File: config.mk
export PLATFORM = sky130hd
export DESIGN_NAME = vpar_rbw_ctrl
export DESIGN_NICKNAME = d
export VERILOG_FILES = /design/src/rtl/vpar_pkg.sv /design/src/rtl/vpar_seq.sv /design/src/rtl/vpar_bank.sv /design/src/rtl/vpar_rbw_ctrl.sv
export SDC_FILE = /design/constraint.sdc
export NUM_CORES = 2
export LEC_CHECK = 0
export ABC_AREA = 0
export BUFFER_PORTS_ARGS = -buffer_cell sky130_fd_sc_hd__buf_2
export CAP_MARGIN = 20
export CORE_MARGIN = 2
export CORE_UTILIZATION = 40
export DETAILED_ROUTE_END_ITERATION = 8
export GPL_ROUTABILITY_DRIVEN = 0
export SYNTH_ARGS = -nofsm -noshare
export SYNTH_HDL_FRONTEND = slang
export SYNTH_SLANG_ARGS = --single-unit
File: constraint.sdc
create_clock -name clk -period 2.4 [get_ports clk]
set_input_delay 0.24 -clock clk [delete_from_list [all_inputs] [get_ports clk]]
set_output_delay 0.24 -clock clk [all_outputs]
set_load 0.02 [all_outputs]
File: src/rtl/vpar_pkg.sv
package vpar_pkg;
    localparam int VP_DATA_W   = 32;
    localparam int VP_ADDR_W   = 8;
    localparam int VP_PAR_ROWS = 32;

    typedef enum logic [0:0] {
        ST_IDLE  = 1'b0,
        ST_WRITE = 1'b1
    } seq_state_t;

    function automatic logic [VP_DATA_W-1:0] fold3(
        input logic [VP_DATA_W-1:0] a,
        input logic [VP_DATA_W-1:0] b,
        input logic [VP_DATA_W-1:0] c
    );
        return a ^ b ^ c;
    endfunction
endpackage

File: src/rtl/vpar_seq.sv
module vpar_seq
    import vpar_pkg::*;
#(
    parameter int DATA_W = VP_DATA_W,
    parameter int ADDR_W = VP_ADDR_W,
    parameter int PW     = 5
) (
    input  logic              clk,
    input  logic              rst,
    input  logic              req_valid,
    output logic              req_ready,
    input  logic              req_write,
    input  logic [ADDR_W-1:0] req_row,
    input  logic [DATA_W-1:0] req_wdata,
    output logic              rsp_valid,
    output logic [DATA_W-1:0] rsp_rdata,
    output logic              arr_en,
    output logic              arr_we,
    output logic [ADDR_W-1:0] arr_addr,
    output logic [DATA_W-1:0] arr_wdata,
    input  logic [DATA_W-1:0] arr_rdata,
    output logic              fetch_en,
    output logic [PW-1:0]     fetch_idx,
    output logic              merge_en,
    output logic [DATA_W-1:0] merge_old,
    output logic [DATA_W-1:0] merge_new
);
    typedef struct packed {
        logic [ADDR_W-1:0] row;
        logic [DATA_W-1:0] data;
    } held_op_t;

    seq_state_t state;
    held_op_t   held;
    logic       rd_wait;
    logic       take;

    assign req_ready = (state == ST_IDLE);
    assign take      = req_valid && req_ready;

    always_comb begin
        arr_en    = take || (state == ST_WRITE);
        arr_we    = (state == ST_WRITE);
        arr_addr  = (state == ST_WRITE) ? held.row : req_row;
        arr_wdata = held.data;
    end

    assign fetch_en  = take && req_write;
    assign fetch_idx = req_row[PW-1:0];
    assign merge_en  = (state == ST_WRITE);
    assign merge_old = arr_rdata;
    assign merge_new = held.data;

    assign rsp_valid = rd_wait;
    assign rsp_rdata = arr_rdata;

    always_ff @(posedge clk) begin
        if (rst) begin
            state   <= ST_IDLE;
            rd_wait <= 1'b0;
            held    <= '0;
        end else begin
            rd_wait <= take && !req_write;
            case (state)
                ST_IDLE: begin
                    if (take && req_write) begin
                        state     <= ST_WRITE;
                        held.row  <= req_row;
                        held.data <= req_wdata;
                    end
                end
                default: state <= ST_IDLE;
            endcase
        end
    end
endmodule

File: src/rtl/vpar_bank.sv
module vpar_bank
    import vpar_pkg::*;
#(
    parameter int DATA_W   = VP_DATA_W,
    parameter int PAR_ROWS = VP_PAR_ROWS,
    localparam int PW      = $clog2(PAR_ROWS)
) (
    input  logic              clk,
    input  logic              rst,
    input  logic              fetch_en,
    input  logic [PW-1:0]     fetch_idx,
    input  logic              merge_en,
    input  logic [DATA_W-1:0] merge_old,
    input  logic [DATA_W-1:0] merge_new,
    input  logic [PW-1:0]     obs_idx,
    output logic [DATA_W-1:0] obs_data
);
    typedef struct packed {
        logic              valid;
        logic [PW-1:0]     idx;
        logic [DATA_W-1:0] val;
    } pend_t;

    logic [DATA_W-1:0] rows [PAR_ROWS];
    logic [DATA_W-1:0] snap_val;
    logic [PW-1:0]     snap_idx;
    logic [DATA_W-1:0] fwd_val;
    pend_t             pend;

    // A fetch of a row that still has an uncommitted update takes the pending value
    assign fwd_val = (pend.valid && pend.idx == fetch_idx) ? pend.val : rows[fetch_idx];

    always_ff @(posedge clk) begin
        if (rst) begin
            snap_val <= '0;
            snap_idx <= '0;
            pend     <= '0;
        end else begin
            if (fetch_en) begin
                snap_val <= fwd_val;
                snap_idx <= fetch_idx;
            end
            pend.valid <= merge_en;
            if (merge_en) begin
                pend.idx <= snap_idx;
                pend.val <= fold3(snap_val, merge_old, merge_new);
            end
        end
    end

    for (genvar k = 0; k < PAR_ROWS; k++) begin : g_row
        logic [DATA_W-1:0] q;
        always_ff @(posedge clk) begin
            if (rst) begin
                q <= '0;
            end else if (pend.valid && pend.idx == PW'(k)) begin
                q <= pend.val;
            end
        end
        assign rows[k] = q;
    end

    assign obs_data = rows[obs_idx];
endmodule

File: src/rtl/vpar_rbw_ctrl.sv
module vpar_rbw_ctrl
    import vpar_pkg::*;
#(
    parameter int DATA_W   = VP_DATA_W,
    parameter int ADDR_W   = VP_ADDR_W,
    parameter int PAR_ROWS = VP_PAR_ROWS,
    localparam int PW      = $clog2(PAR_ROWS)
) (
    input  logic              clk,
    input  logic              rst,
    input  logic              req_valid,
    output logic              req_ready,
    input  logic              req_write,
    input  logic [ADDR_W-1:0] req_row,
    input  logic [DATA_W-1:0] req_wdata,
    output logic              rsp_valid,
    output logic [DATA_W-1:0] rsp_rdata,
    output logic              arr_en,
    output logic              arr_we,
    output logic [ADDR_W-1:0] arr_addr,
    output logic [DATA_W-1:0] arr_wdata,
    input  logic [DATA_W-1:0] arr_rdata,
    input  logic [PW-1:0]     par_sel,
    output logic [DATA_W-1:0] par_rdata
);
    logic              fetch_en;
    logic [PW-1:0]     fetch_idx;
    logic              merge_en;
    logic [DATA_W-1:0] merge_old;
    logic [DATA_W-1:0] merge_new;

    vpar_seq #(.DATA_W(DATA_W), .ADDR_W(ADDR_W), .PW(PW)) u_seq (
        .clk(clk), .rst(rst),
        .req_valid(req_valid), .req_ready(req_ready), .req_write(req_write),
        .req_row(req_row), .req_wdata(req_wdata),
        .rsp_valid(rsp_valid), .rsp_rdata(rsp_rdata),
        .arr_en(arr_en), .arr_we(arr_we), .arr_addr(arr_addr),
        .arr_wdata(arr_wdata), .arr_rdata(arr_rdata),
        .fetch_en(fetch_en), .fetch_idx(fetch_idx),
        .merge_en(merge_en), .merge_old(merge_old), .merge_new(merge_new)
    );

    vpar_bank #(.DATA_W(DATA_W), .PAR_ROWS(PAR_ROWS)) u_bank (
        .clk(clk), .rst(rst),
        .fetch_en(fetch_en), .fetch_idx(fetch_idx),
        .merge_en(merge_en), .merge_old(merge_old), .merge_new(merge_new),
        .obs_idx(par_sel), .obs_data(par_rdata)
    );
endmodule

## Yosys cells after proc, flatten, opt, wreduce, memory -nomap -nowiden

Index checks and enable logic that the tools add are counted.

| operators by class | value |
|---|---|
| $lt $le $gt $ge | 2 |
| eq/ne operators | 32 |
| mux-type cells | 9 |
| bitwise gates (word level) | 5 |
| reduce and logical (&&, ||, !) cells | 41 |

Operators with widths:

| operator | number |
|---|---|
| 32-bit binary-select mux with 5-bit select | 2 |
| 32-bit 2-to-1 mux | 5 |
| 5-bit equality test, second input constant | 16 |
| 32-bit XOR | 2 |
| 5-bit by 4-bit equality test with 1-bit output, second input constant | 8 |
| 1-bit logical AND | 36 |
| 5-bit by 3-bit equality test with 1-bit output, second input constant | 4 |
| 6-bit >= comparator, second input constant | 2 |
| 5-bit NOT with 6-bit output | 2 |
| 5-bit by 2-bit equality test with 1-bit output, second input constant | 2 |
| 8-bit 2-to-1 mux | 1 |
| 5-bit by 1-bit equality test with 1-bit output, second input constant | 1 |
| 5-bit equality test | 1 |
| 5-bit logical NOT | 1 |
| 2-bit AND reduction | 1 |
| 2-bit OR reduction | 1 |
| 1-bit logical NOT | 1 |
| 1-bit logical OR | 1 |
| 1-bit 2-to-1 mux | 1 |
| 1-bit NOT | 1 |

| word-level totals | value |
|---|---|
| register bits | 1,141 |
| input port bits | 81 |
| output and inout port bits | 108 |
| word-level logic and storage cells | 130 |

## Longest topological paths before layout

| depth | value |
|---|---|
| depth after elaboration | 5 |
| mapped depth | 9 |
| depth with buffers taken out | 5 |

## Cells and area by module

From an unflattened synthesis, not the netlist that was laid out.

| second synthesis, totals | value |
|---|---|
| cells, all modules | 6,309 |
| area total of the unflattened synthesis | 57,413.8 µm² |

By module, submodules not included:

| module | times used | cells each | area an instance (µm²) | seq. area each (µm²) |
|---|---|---|---|---|
| vpar_bank | 1 | 5,985 | 54,442.2 | 22,001.1 |
| vpar_seq | 1 | 324 | 2,971.6 | 840.8 |

## Least setup slack after synthesis

OpenSTA, ideal clock, no wires.

| timing | value |
|---|---|
| path type | input to output |
| start | in par_sel[0] |
| end | out par_rdata[10] |
| data arrival time | 2.230 ns |
| data required time | 2.160 ns |
| path slack | -0.070 ns |
| stages on the path | 5 |
| path buffers | 2 |
| path through | buf_2 -> clkbuf_1 -> mux4_2 -> mux4_2 -> mux2_2 |

| on the way | value |
|---|---|
| word-level cells in the longest chain between the ends | 4 |

Ends and longest elaborated chain:

| what | line | RTL |
|---|---|---|
| start, declared | vpar_rbw_ctrl.sv:23 | `input logic [PW-1:0] par_sel,` |
| 5-bit NOT with 6-bit output (not written as such) | vpar_bank.sv:63 | `assign obs_data = rows[obs_idx];` |
| 32-bit binary-select mux with 5-bit select | vpar_bank.sv:63 |  |
| 32-bit 2-to-1 mux (not written as such) (2 in a row) | vpar_bank.sv:63 |  |
| end, declared | vpar_rbw_ctrl.sv:24 | `output logic [DATA_W-1:0] par_rdata` |

No other way between the ends. The select of a mux whose other input is x is not followed.

## Final worst setup path

| timing | value |
|---|---|
| start | reg u_bank.g_row[30].q[9] |
| end | out par_rdata[9] |

| on the way | value |
|---|---|
| word-level cells in the longest chain between the ends | 3 |

Ends and longest elaborated chain:

| what | line | RTL |
|---|---|---|
| start, declared | vpar_bank.sv:52 | `logic [DATA_W-1:0] q;` |
| start signal, assigned | vpar_bank.sv:57 | `q <= pend.val;` |
| 32-bit binary-select mux with 5-bit select | vpar_bank.sv:63 |  |
| 32-bit 2-to-1 mux (not written as such) (2 in a row) | vpar_bank.sv:63 |  |

No other way between the ends. The select of a mux whose other input is x is not followed.

==> flow_summary.ini <==
[power]
peakVddDrop_v = 0.0005596
power.density_nw_per_um2 = 632.4
clkPwrFrac_pct = 47.7
internal-power_mw = 32.21
switching_share_pct = 24.30
power_mw = 42.55
power.switching_mw = 10.34
combinationalPowerShare_pct = 7.4
power_frac_seq_pct = 44.9
p_leak_nw = 22.36

[logic_synthesis]
synth_ff_type = dfxtp_1
synth-edff-count = 0
ys_top_cells_by_area = dfxtp_1 40%, mux4_2 23%, nand2_1 14%
synth_nets = 6336
synth.most_common_cell = nand2_1
synthTopCellsByCount = 2175 x nand2_1, 1141 x dfxtp_1, 1069 x a21oi_1, 564 x mux4_2, 506 x clkbuf_1
synthCells = 6255
yosysTopAreaCellShare_pct = 40.49
synth_area_leader_cell = dfxtp_1
synth_area_per_cell_sq_um = 9.020
seq_area_frac_synth_pct = 40.49
syn_area_sq_um = 56420
async_reset_ff_share_pct = 0
ys_warn_count = 0
synth-seq-cells = 1141
synth_cell_type_count = 41

[place]
dp_slack_ps = -328.6
portBuffers = 188
place_area_sq_um = 61440
dp_hpwl_microns = 146300
placed_cells = 7994

[finish]
multi_input_area_sq_um = 30970
n_fill_cell = 12716
area_growth_pct = 19.24
fin_util_pct = 48.16
drive_gt1_share_pct = 26.39
nets = 6432
final_cell_area_sq_um = 67280
seq_area_sq_um = 23090
final_cell_count_no_fill = 8333

[timing]
drv_slew = 0
slew_headroom_pct = 41.13
rsz0062_at_grt = yes
fmax_ghz = 0.3500
setup_tns_ps = -12250
worst_pin_slew_ps = 879.8
hold_viol = 0
setup_ws_ps = -456.9
fin_crit_sh_pct = 119.0
setup_viol = 33
fin_hold_ws_ps = 37.70
finClkSkew_ps = 36.48
period_minus_slack_ps = 2857

[die]
coreArea_sq_um = 139700
io_pins = 189
dieArea_sq_um = 144100
initial_core_util_pct = 40.39
die_h_microns = 379.6
row_count = 137
die_w_microns = 379.6

[global_route]
gr-total-overflow = 0
antenna_found_initial = 8
grt_start_max_net_pins = 91
grt_pass1_vias = 48078
grt_use_total_pct = 30.47
grt_pass1_wl_microns = 328700

[clocking]
root_buffer = clkbuf_16
clock_path_buffers = 3
cts_buffers = 117
htree_levels = 3
cts.sinks = 1141
insertion_delay_ps = 770
cts_tree = built
cts.clk_slew.worst_paths_ps = 70

[hold_path]
hold_depth = 5
hold_path.class = in2reg

[critical_path]
crit_type = reg2out
critPathMaxFanout = 2
cp_data_required_time_ps = 2160
arrival_ps = 2620
startpoint_type = flop
end_kind = primary output
r2r_cells = 7

[run]
drv_cap = 0

[routing]
wirelength_microns = 226000
drt-initial-drc-count = 7344
viasPerCell = 6.106
wl_per_cell_microns = 27.12
drtPass1Iterations = 6
ant_nets = 0
vias = 50879
drc_errors = 0

[outcome]
outcome = complete, but fails checks
violations = negative setup slack
==> critical path: stages (launching register included) <==
cell     delay [ps]
dfxtp_2         330
mux4_2          440
mux4_2          530
mux2_4          370
buf_6           160
==> timing repair <==
| item | in CTS | in global routing |
|---|---|---|
| endpoints found under the setup margin | 38 | 34 |
| hold endpoints to repair | 93 | 0 |
| hold buffers | 64 | 0 |
| setup buffers | 43 | 7 |
| resized for setup | 203 | 87 |
==> final cells by class <==
cell class / instances / area share, %
Sequential cell: 1141 / 34.32
Clock buffer: 169 / 5.155
Tap cell: 1876 / 3.489
Clock inverter: 55 / 1.164
Antenna cell: 1 / 0.003720
Multi-Input combinational cell: 4402 / 46.04
Timing Repair Buffer: 688 / 9.827
Inverter: 1 / 0.005579
==> state kept, by name, indices dropped and copies added, names as in the netlist <==
signal / cells
u_bank.g_row.q: 1024
u_bank.snap_idx: 5
u_seq.arr_we: 1
u_seq.arr_wdata: 32
u_seq.rsp_valid: 1
u_bank.pend: 38
u_seq.held: 8
u_bank.snap_val: 32
==> logic make-up (layout without fill, tap and decap cells) <==
logic type	Yosys count	in the layout	share of synthesized area, %
multiplexers	707	707	25.14
XOR/XNOR	69	69	1.071
flip-flops	1141	1141	40.49
AO/OA/AOI/OAI	1217	1217	11.48
AND/OR/NAND/NOR	2409	2409	16.40
other	0	1	0
buffers and inverters	712	913	5.429
==> worst paths after layout <==
| path | startpoint | to | slack, ps |
|---|---|---|---|
| min reg2reg | u_seq.held[37] | u_seq.held[37] | 450 |
| max | u_bank.g_row[30].q[9] | par_rdata[9] | -460 |
| max reg2reg | u_bank.pend[34] | u_bank.snap_val[4] | -30 |
| min | arr_rdata[10] | u_bank.pend[10] | 40 |
==> power groups by stage <==
| stage | clock network, mW | registers [mW] | logic, mW |
|---|---|---|---|
| after global placement | 0 | 19.5 | 2.98 |
| after global routing | 21.2 | 19.1 | 3.29 |
| after CTS | 20.4 | 19.1 | 3.10 |
| after detailed placement | 0 | 19.5 | 3.01 |
| after floorplan | 0 | 19.5 | 1.89 |
| final | 20.3 | 19.1 | 3.15 |
==> layout by cell type, fill, tap and decap left out, types with 10 or more instances in the layout <==
cell and count:
nor4_1 31, a21oi_1 1069, buf_6 34, a211oi_1 14, o21ai_0 10, clkbuf_8 26
buf_4 319, nor3_1 12, mux2_4 31, dfxtp_2 193, nor2_4 24, mux4_2 564
buf_2 147, dlygate4sd3_1 64, clkbuf_1 22, xnor2_1 69, dfxtp_1 947, bufinv_16 18
clkbuf_16 121, buf_12 119, nor2_1 121, a22o_1 45, o22ai_1 38, mux2i_1 102
nand2_2 32, a221oi_1 10, clkinv_2 23, nand2_1 2143
==> layer usage <==
metal / GRT usage [%] / part of all wire (%) / vias to the layer above
met3: 8.034 / 12 / 775
met2: 46.71 / 44 / 3531
met5: 0 / 0.015 / -
li1: - / - / 21841
met1: 39.40 / 38 / 24728
met4: 16.10 / 5.8 / 4
Power figures use the tool's default switching activity.
